$ cat config.mk
export PLATFORM = sky130hd
export DESIGN_NAME = usb_role_ctrl
export DESIGN_NICKNAME = d
export VERILOG_FILES = /design/src/rtl/usb_role_ctrl.sv
export SDC_FILE = /design/constraint.sdc
export NUM_CORES = 1
export LEC_CHECK = 0
export CORE_MARGIN = 8
export CORE_UTILIZATION = 25
export CTS_CLUSTER_DIAMETER = 60
export CTS_CLUSTER_SIZE = 40
export DETAILED_ROUTE_END_ITERATION = 12
export PLACE_DENSITY = 0.57
export RECOVER_POWER = 100
export SLEW_MARGIN = 20
export SYNTH_ARGS = -nofsm -noshare
export SYNTH_HDL_FRONTEND = slang
export SYNTH_SLANG_ARGS = --single-unit
$ cat constraint.sdc
create_clock -name clk -period 2.85 [get_ports clk]
set_input_delay 0.57 -clock clk [delete_from_list [all_inputs] [get_ports clk]]
set_output_delay 0.57 -clock clk [all_outputs]
set_load 0.01 [all_outputs]
$ cat src/rtl/usb_role_ctrl.sv
module usb_role_ctrl #(
  parameter int SYNC_STAGES = 2,
  parameter int ADDR_W = 2,
  parameter int DATA_W = 6
) (
  input  logic              clk,
  input  logic              rst_n,
  input  logic              id_pin,
  input  logic              vbus_pin,
  input  logic              reg_wr,
  input  logic [ADDR_W-1:0] reg_addr,
  input  logic [DATA_W-1:0] reg_wdata,
  output logic [DATA_W-1:0] reg_rdata,
  output logic [1:0]        mode,
  output logic              clk_en,
  output logic              xcvr_suspend,
  output logic              dev_rst,
  output logic              host_rst,
  output logic              pad_en,
  output logic              vbus_pol,
  output logic              id_sel,
  output logic              mode_sel,
  output logic              ls_force
);

  localparam logic [1:0] ST_RESET = 2'd0;
  localparam logic [1:0] ST_DEV   = 2'd1;
  localparam logic [1:0] ST_HOST  = 2'd2;
  localparam logic [ADDR_W-1:0] A_CTRL = ADDR_W'(0);
  localparam logic [ADDR_W-1:0] A_SPD  = ADDR_W'(1);
  localparam logic [ADDR_W-1:0] A_STAT = ADDR_W'(2);

  logic [SYNC_STAGES-1:0] id_sync, vbus_sync;
  logic id_s, vbus_s;
  logic en_q, frz_q, pade_q, vpol_q, uide_q, msel_q, ls_q;
  logic [1:0] st_q;
  logic want_dev, apply;

  always_ff @(posedge clk or negedge rst_n)
    if (!rst_n) begin
      id_sync   <= '1;
      vbus_sync <= '0;
    end else begin
      id_sync   <= {id_sync[SYNC_STAGES-2:0], id_pin};
      vbus_sync <= {vbus_sync[SYNC_STAGES-2:0], vbus_pin};
    end

  assign id_s   = id_sync[SYNC_STAGES-1];
  assign vbus_s = vbus_sync[SYNC_STAGES-1];

  always_ff @(posedge clk or negedge rst_n)
    if (!rst_n) begin
      {msel_q, uide_q, vpol_q, pade_q, frz_q, en_q} <= 6'b110010;
      ls_q <= 1'b0;
    end else if (reg_wr) begin
      if (reg_addr == A_CTRL)
        {msel_q, uide_q, vpol_q, pade_q, frz_q, en_q} <= reg_wdata[5:0];
      else if (reg_addr == A_SPD)
        ls_q <= reg_wdata[0];
    end

  always_comb begin
    reg_rdata = '0;
    case (reg_addr)
      A_CTRL:  reg_rdata[5:0] = {msel_q, uide_q, vpol_q, pade_q, frz_q, en_q};
      A_SPD:   reg_rdata[0]   = ls_q;
      A_STAT:  reg_rdata[3:0] = {st_q, vbus_s, id_s};
      default: reg_rdata = '0;
    endcase
  end

  assign want_dev = uide_q ? id_s : msel_q;

  always_ff @(posedge clk or negedge rst_n)
    if (!rst_n) st_q <= ST_RESET;
    else begin
      case (st_q)
        ST_RESET: if (en_q) st_q <= want_dev ? ST_DEV : ST_HOST;
        ST_DEV:   if (!en_q || !want_dev) st_q <= ST_RESET;
        ST_HOST:  if (!en_q || want_dev) st_q <= ST_RESET;
        default:  st_q <= ST_RESET;
      endcase
    end

  assign apply = en_q & ~frz_q;

  always_ff @(posedge clk or negedge rst_n)
    if (!rst_n) begin
      {mode_sel, id_sel, vbus_pol, pad_en, ls_force} <= 5'b11000;
    end else if (apply) begin
      {mode_sel, id_sel, vbus_pol, pad_en, ls_force} <= {msel_q, uide_q, vpol_q, pade_q, ls_q};
    end

  assign mode         = st_q;
  assign clk_en       = apply;
  assign xcvr_suspend = (st_q == ST_RESET);
  assign dev_rst      = (st_q != ST_DEV);
  assign host_rst     = (st_q != ST_HOST);

endmodule

==> impl_metrics.py, run 1 <==
metrics = {
    "run_status": {
        "status": "finished clean",
    },
    "timing": {
        "rsz0062_at_grt": "no",
        "hold_viol_final": 0,
        "setup_viol": 0,
        "fin_crit_ns": 2.65,
        "period_share_pct": 93.0,
        "fmax_ghz": 0.377,
        "skew_ns": 0.00768,
        "tns_ns": 0,
        "slew_headroom_pct": 31.6,
        "worst_hold_slack_ns": 0.362,
        "tightest_slew_ns": 1.02,
        "drv_slew": 0,
    },
    "power_and_ir_drop": {
        "power_uw": 765,
        "peakVddDrop_v": 0.000252,
        "clock_power_share_pct": 16.6,
        "cellInternalPower_uw": 549,
        "p_leak_uw": 0.000473,
        "pwr-share-seq_pct": 49.2,
        "switchingPower_uw": 217,
        "comb_power_share_pct": 34.3,
        "powerDensity_nw_per_um2": 694,
        "swShare_pct": 28.3,
    },
    "placement": {
        "dp.cells": 113,
        "dp_hpwl_um": 1390,
        "io_buffers": 29,
        "place_area_um2": 1080,
        "gp_congestion": 0.662,
    },
    "die": {
        "num_rows": 20,
        "start_util_pct": 26.0,
        "fp.dieH_um": 71.8,
        "pin_count": 30,
        "die-width_um": 71.8,
        "dieArea_um2": 5160,
        "fp.coreArea_um2": 3000,
    },
    "clock_network": {
        "clk_path_buf_depth": 2,
        "numCtsBuffers": 3,
        "root_buffer": "clkbuf_4",
        "cts.sinks": 18,
        "path_clk_slew_ns": 0.10,
        "clock_latency_ns": 0.29,
        "tritoncts": "yes",
        "holdBufCountCts": 0,
        "htree_num_levels": 1,
    },
    "route": {
        "ant_nets": 0,
        "finalWirelength_um": 1800,
        "wl_per_cell_um": 15.4,
        "vias": 513,
        "dr.pass1.iters": 3,
        "drtIter0Drc": 15,
        "vias_per_cell": 4.38,
        "drc": 0,
    },
    "synthesis": {
        "ys_types": 14,
        "syn_avg_cell_area_um2": 14.4,
        "synth_area_leaders": "dfrtp_1 (35%), dfstp_2 (24%), mux2_2 (19%)",
        "synthFlopType": "dfrtp_1",
        "synth_largest_area_cell": "dfrtp_1",
        "syn_area_um2": 779,
        "synth_warnings": 0,
        "synthesis.nets": 67,
        "synth_most_common_cell": "mux2_2",
        "synth-seq-cells": 18,
        "synth_edf_count": 0,
        "async_reset_ff_share_pct": 100,
        "yosys-top-cells-count": "mux2_2 (13), dfrtp_1 (11), dfstp_2 (7), mux2i_1 (4), nor2_1 (4)",
        "yosysTopAreaCellShare_pct": 35.3,
        "seq_area_frac_synth_pct": 58.9,
        "syn_inst": 54,
    },
    "cells_and_area": {
        "diodes": 0,
        "final_layout_size_suffix_gt1_share_pct": 23.8,
        "final_area_um2": 1100,
        "fillerInstances": 309,
        "nNetsFinal": 98,
        "final_cells": 117,
        "area.growth.synth_to_final_pct": 41.4,
    },
    "setup_path": {
        "max_stage_delay_ns": 0.64,
        "path_class": "in -> out",
        "crit_buf_inv": 2,
        "cp_top_family": "buffers and inverters",
        "critPathArrivalTime_ns": 2.08,
        "crit_fanout": 9,
        "required_ns": 2.28,
        "cp-end-kind": "primary output",
        "cpMaxStageDelayCell": "dlygate4sd3_1",
        "path_cells": "clkdlybuf4s50_1 > nor3b_1 > dlygate4sd3_1",
        "start_kind": "input port",
    },
    "global_routing": {
        "grt_pass1_wl_um": 3040,
        "grt_max_degree": 19,
        "grt_pass1_vias": 614,
        "antenna_found_initial": 0,
        "track_usage_pct": 7.70,
        "overflow": 0,
    },
    "hold_path": {
        "hp-class": "reg -> reg",
    },
    "flow_run": {
        "maxCapViolations": 0,
    },
}
-- cells by family (layout without fill, tap and decap cells) --
kind of cell,Yosys count,count (layout),synth area share [%]
AOI/OAI and AO/OA,1,1,0.641
buffers and inverters,4,34,3.85
DFF,18,18,58.9
muxes,17,17,23.9
and+or+nand+nor,14,14,12.7
-- final cells by class --
class,count,area [µm²],area share (%)
sequential,18,459,41.7
timing repair buffer,29,293,26.6
multi-input combinational,32,279,25.3
tap,33,41.3,3.75
clock buffer,4,26.3,2.38
inverter,1,3.75,0.341
-- layer usage --
metal / track usage [%] / wire [µm]
met4: 4.76 / 16
met2: 11.9 / 863
met5: 0 / 0
met3: 2.79 / 137
met1: 8.78 / 781
-- through the flow --
step           setup slack [ns]  util [%]
2_1_floorplan              1.20         -
3_3_place_gp             0.0930      36.1
3_5_place_dp             0.0972      36.1
4_1_cts                  0.0887      37.0
5_1_grt                   0.106      36.7
6_report                  0.200      36.7
-- power by group through the flow --
stage | Clock, µW | Sequential, µW | Combinational, µW
after CTS | 139 | 383 | 298
after floorplan | 0 | 396 | 111
final | 127 | 376 | 262
after global routing | 149 | 390 | 286
after detailed placement | 0 | 388 | 297
after global placement | 0 | 384 | 294
-- worst paths after layout --
kind                              from  cells after the start           end  slack, ns
max                        reg_addr[0]                      3  reg_rdata[5]       0.20
min                         id_sync[0]                      0    id_sync[1]       0.36
max reg2reg                      frz_q                      2      vbus_pol       1.44
min reg2reg                 id_sync[0]                      0    id_sync[1]       0.36
max in group asynchronous        rst_n                      1        pad_en       1.56
min in group asynchronous        rst_n                      1  vbus_sync[1]       0.80
-- cell usage in the layout (no fill, tap or decap) --
cell type        count
nor3b_1              4
dlymetal6s2s_1       1
nand3b_1             2
mux2_1               1
dfstp_2              5
clkbuf_4             3
nand2b_1             3
clkbuf_1             1
dlygate4sd3_1       20
o21ai_0              1
mux2_2              12
dfrtp_1             11
dfstp_1              2
inv_1                1
clkdlybuf4s50_1      8
nor2_1               4
and3b_1              1
mux2i_1              4
-- worst reg2reg max path, cell delays in order (launching register included) --
cell and delay [ns]:
dfstp_1 0.55, nand2b_1 0.36, mux2_2 0.39
-- repair_timing --
| item | in CTS | in global routing |
|---|---|---|
| setup buffers | 0 | 0 |
| gates resized for setup | 0 | 1 |
| endpoints found under the setup margin | 0 | 1 |
| hold endpoints to repair | 0 | 0 |
Note: power is estimated with default switching activity, not from simulation.
==> run 2, diff against run 1 <==
--- a/config.mk
+++ b/config.mk
@@ -6,11 +6,11 @@
 export NUM_CORES = 1
 export LEC_CHECK = 0
 export CORE_MARGIN = 8
-export CORE_UTILIZATION = 25
+export CORE_UTILIZATION = 45
 export CTS_CLUSTER_DIAMETER = 60
 export CTS_CLUSTER_SIZE = 40
 export DETAILED_ROUTE_END_ITERATION = 12
-export PLACE_DENSITY = 0.57
+export PLACE_DENSITY = 0.88
 export RECOVER_POWER = 100
 export SLEW_MARGIN = 20
 export SYNTH_ARGS = -nofsm -noshare
==> constraint.sdc (replaced) <==
create_clock -name clk -period 3.35 [get_ports clk]
set_input_delay 0.67 -clock clk [delete_from_list [all_inputs] [get_ports clk]]
set_output_delay 0.67 -clock clk [all_outputs]
set_load 0.01 [all_outputs]
==> run 2 against run 1 <==
Worst hold slack got worse by 0.0030 ns. Core utilization grew 28 points. Combinational power is 15% lower. Register-to-register slack improved by 0.55 ns. Total power down 15%. Largest power group unchanged. Via count up 4.1%. Largest cell class unchanged. Sequential share of layout area rose by 0.87 points. Wire length shrank 8.8%. Clock skew decreased by 0.0016 ns.
==> impl_metrics.py, run 2 (same netlist as run 1, synthesis figures left out) <==
metrics = {
    "global_routing": {
        "grt_max_degree": 19,
        "overflow": 0,
        "grt_pass1_vias": 569,
        "grt_pass1_wl_um": 2740,
        "track_usage_pct": 10.7,
        "antenna_found_initial": 0,
    },
    "clock_network": {
        "cts-resized-gates": 0,
        "clk_path_buf_depth": 2,
        "path_clk_slew_ns": 0.10,
        "cts.sinks": 18,
        "numCtsBuffers": 3,
        "htree_num_levels": 1,
        "root_buffer": "clkbuf_4",
        "clock_latency_ns": 0.29,
        "tritoncts": "yes",
        "holdBufCountCts": 0,
        "cts_setup_buffers": 0,
    },
    "cells_and_area": {
        "final_layout_size_suffix_gt1_share_pct": 25.0,
        "area.growth.synth_to_final_pct": 38.5,
        "final_cells": 101,
        "final_common_cell": "dlygate4sd3_1",
        "nNetsFinal": 98,
        "fillerInstances": 131,
        "diodes": 0,
        "multi_input_area_um2": 279,
        "final_cell_mix": "dlygate4sd3_1 (21), mux2_2 (13), dfrtp_1 (11), clkdlybuf4s50_1 (8), dfstp_2 (5)",
        "regArea_um2": 459,
    },
    "hold_path": {
        "hp-class": "reg -> reg",
    },
    "timing": {
        "hold_viol_final": 0,
        "finalWorstSetupSlack_ns": 0.307,
        "tns_ns": 0,
        "drv_slew": 0,
        "setup_viol": 0,
        "period_share_pct": 90.8,
        "tightest_slew_ns": 0.908,
        "fin_crit_ns": 3.04,
        "skew_ns": 0.00611,
        "slew_headroom_pct": 39.3,
        "fmax_ghz": 0.329,
        "rsz0062_at_grt": "no",
        "worst_hold_slack_ns": 0.359,
    },
    "route": {
        "dr.pass1.iters": 2,
        "wl_per_cell_um": 16.2,
        "drtIter0Drc": 11,
        "drc": 0,
        "vias_per_cell": 5.29,
        "vias": 534,
        "finalWirelength_um": 1640,
        "ant_nets": 0,
    },
    "placement": {
        "gp_congestion": 0.710,
        "dp.cells": 97,
        "post-place-ws_ns": 0.401,
        "io_buffers": 29,
    },
    "power_and_ir_drop": {
        "power_uw": 652,
        "peakVddDrop_v": 0.000281,
        "p_leak_uw": 0.000463,
        "powerDensity_nw_per_um2": 604,
    },
    "die": {
        "pin_count": 30,
        "start_util_pct": 46.7,
        "die-width_um": 57.6,
        "dieArea_um2": 3320,
        "num_rows": 15,
        "fp.coreArea_um2": 1670,
        "fp.dieH_um": 57.6,
    },
    "flow_run": {
        "maxCapViolations": 0,
    },
    "setup_path": {
        "crit_fanout": 9,
        "path_class": "in -> out",
        "start_kind": "input port",
        "reg2reg_setup_slack_ns": 1.99,
        "critPathArrivalTime_ns": 2.37,
        "cp-end-kind": "primary output",
        "required_ns": 2.68,
    },
    "run_status": {
        "status": "finished clean",
    },
}
[run 2: cell types whose count changed in the layout (fill, tap and decap cells not counted), sizes merged]
cell,previous run,this run
dlygate4sd3,20,21
dlymetal6s2s,1,0
[run 2: stage by stage]
stage	instance area, µm²	utilization (%)
2_1_floorplan	779	-
3_3_place_gp	1060	63.7
3_5_place_dp	1060	63.7
4_1_cts	1090	65.3
5_1_grt	1080	64.6
6_report	1080	64.6
[run 2: where the power goes]
group	internal, µW	total (µW)	switching [µW]
combinational	137	223	86.2
sequential	284	317	33.3
clock	46.3	112	65.6
total	467	652	185
[run 2: worst max-delay path, stage by stage]
cell           delay, ns
dlygate4sd3_1       0.77
mux2i_1             0.23
o21ai_0             0.09
dlygate4sd3_1       0.62
[run 2: layout make-up]
class                   instances  share of cell area, %
multi-input cells              32                   25.8
well taps                      17                   1.97
clock buffers                   4                   2.43
repair buffers                 29                   26.9
flip-flops and latches         18                   42.5
inverters                       1                  0.348
[run 2: per-layer routing]
metal	share of wire, %	track usage [%]
met4	2.5	7.50
met2	49	17.5
met5	0	0
met1	44	12.3
met3	4.8	1.77
[run 2: worst paths after layout]
path | from | end | cells after the start
max in group asynchronous | rst_n | vpol_q | 1
min reg2reg | vbus_sync[0] | vbus_sync[1] | 0
min in group asynchronous | rst_n | mode[1] | 1
max | reg_addr[1] | reg_rdata[0] | 4
min | vbus_sync[0] | vbus_sync[1] | 0
max reg2reg | frz_q | pad_en | 2
==> run 3, diff against run 2 <==
--- a/config.mk
+++ b/config.mk
@@ -10,6 +10,7 @@
 export CTS_CLUSTER_DIAMETER = 60
 export CTS_CLUSTER_SIZE = 40
 export DETAILED_ROUTE_END_ITERATION = 12
+export GPL_ROUTABILITY_DRIVEN = 0
 export PLACE_DENSITY = 0.88
 export RECOVER_POWER = 100
 export SLEW_MARGIN = 20
==> results of run 3 <==
Final layout, timing and power as in run 2 (identical DEF).
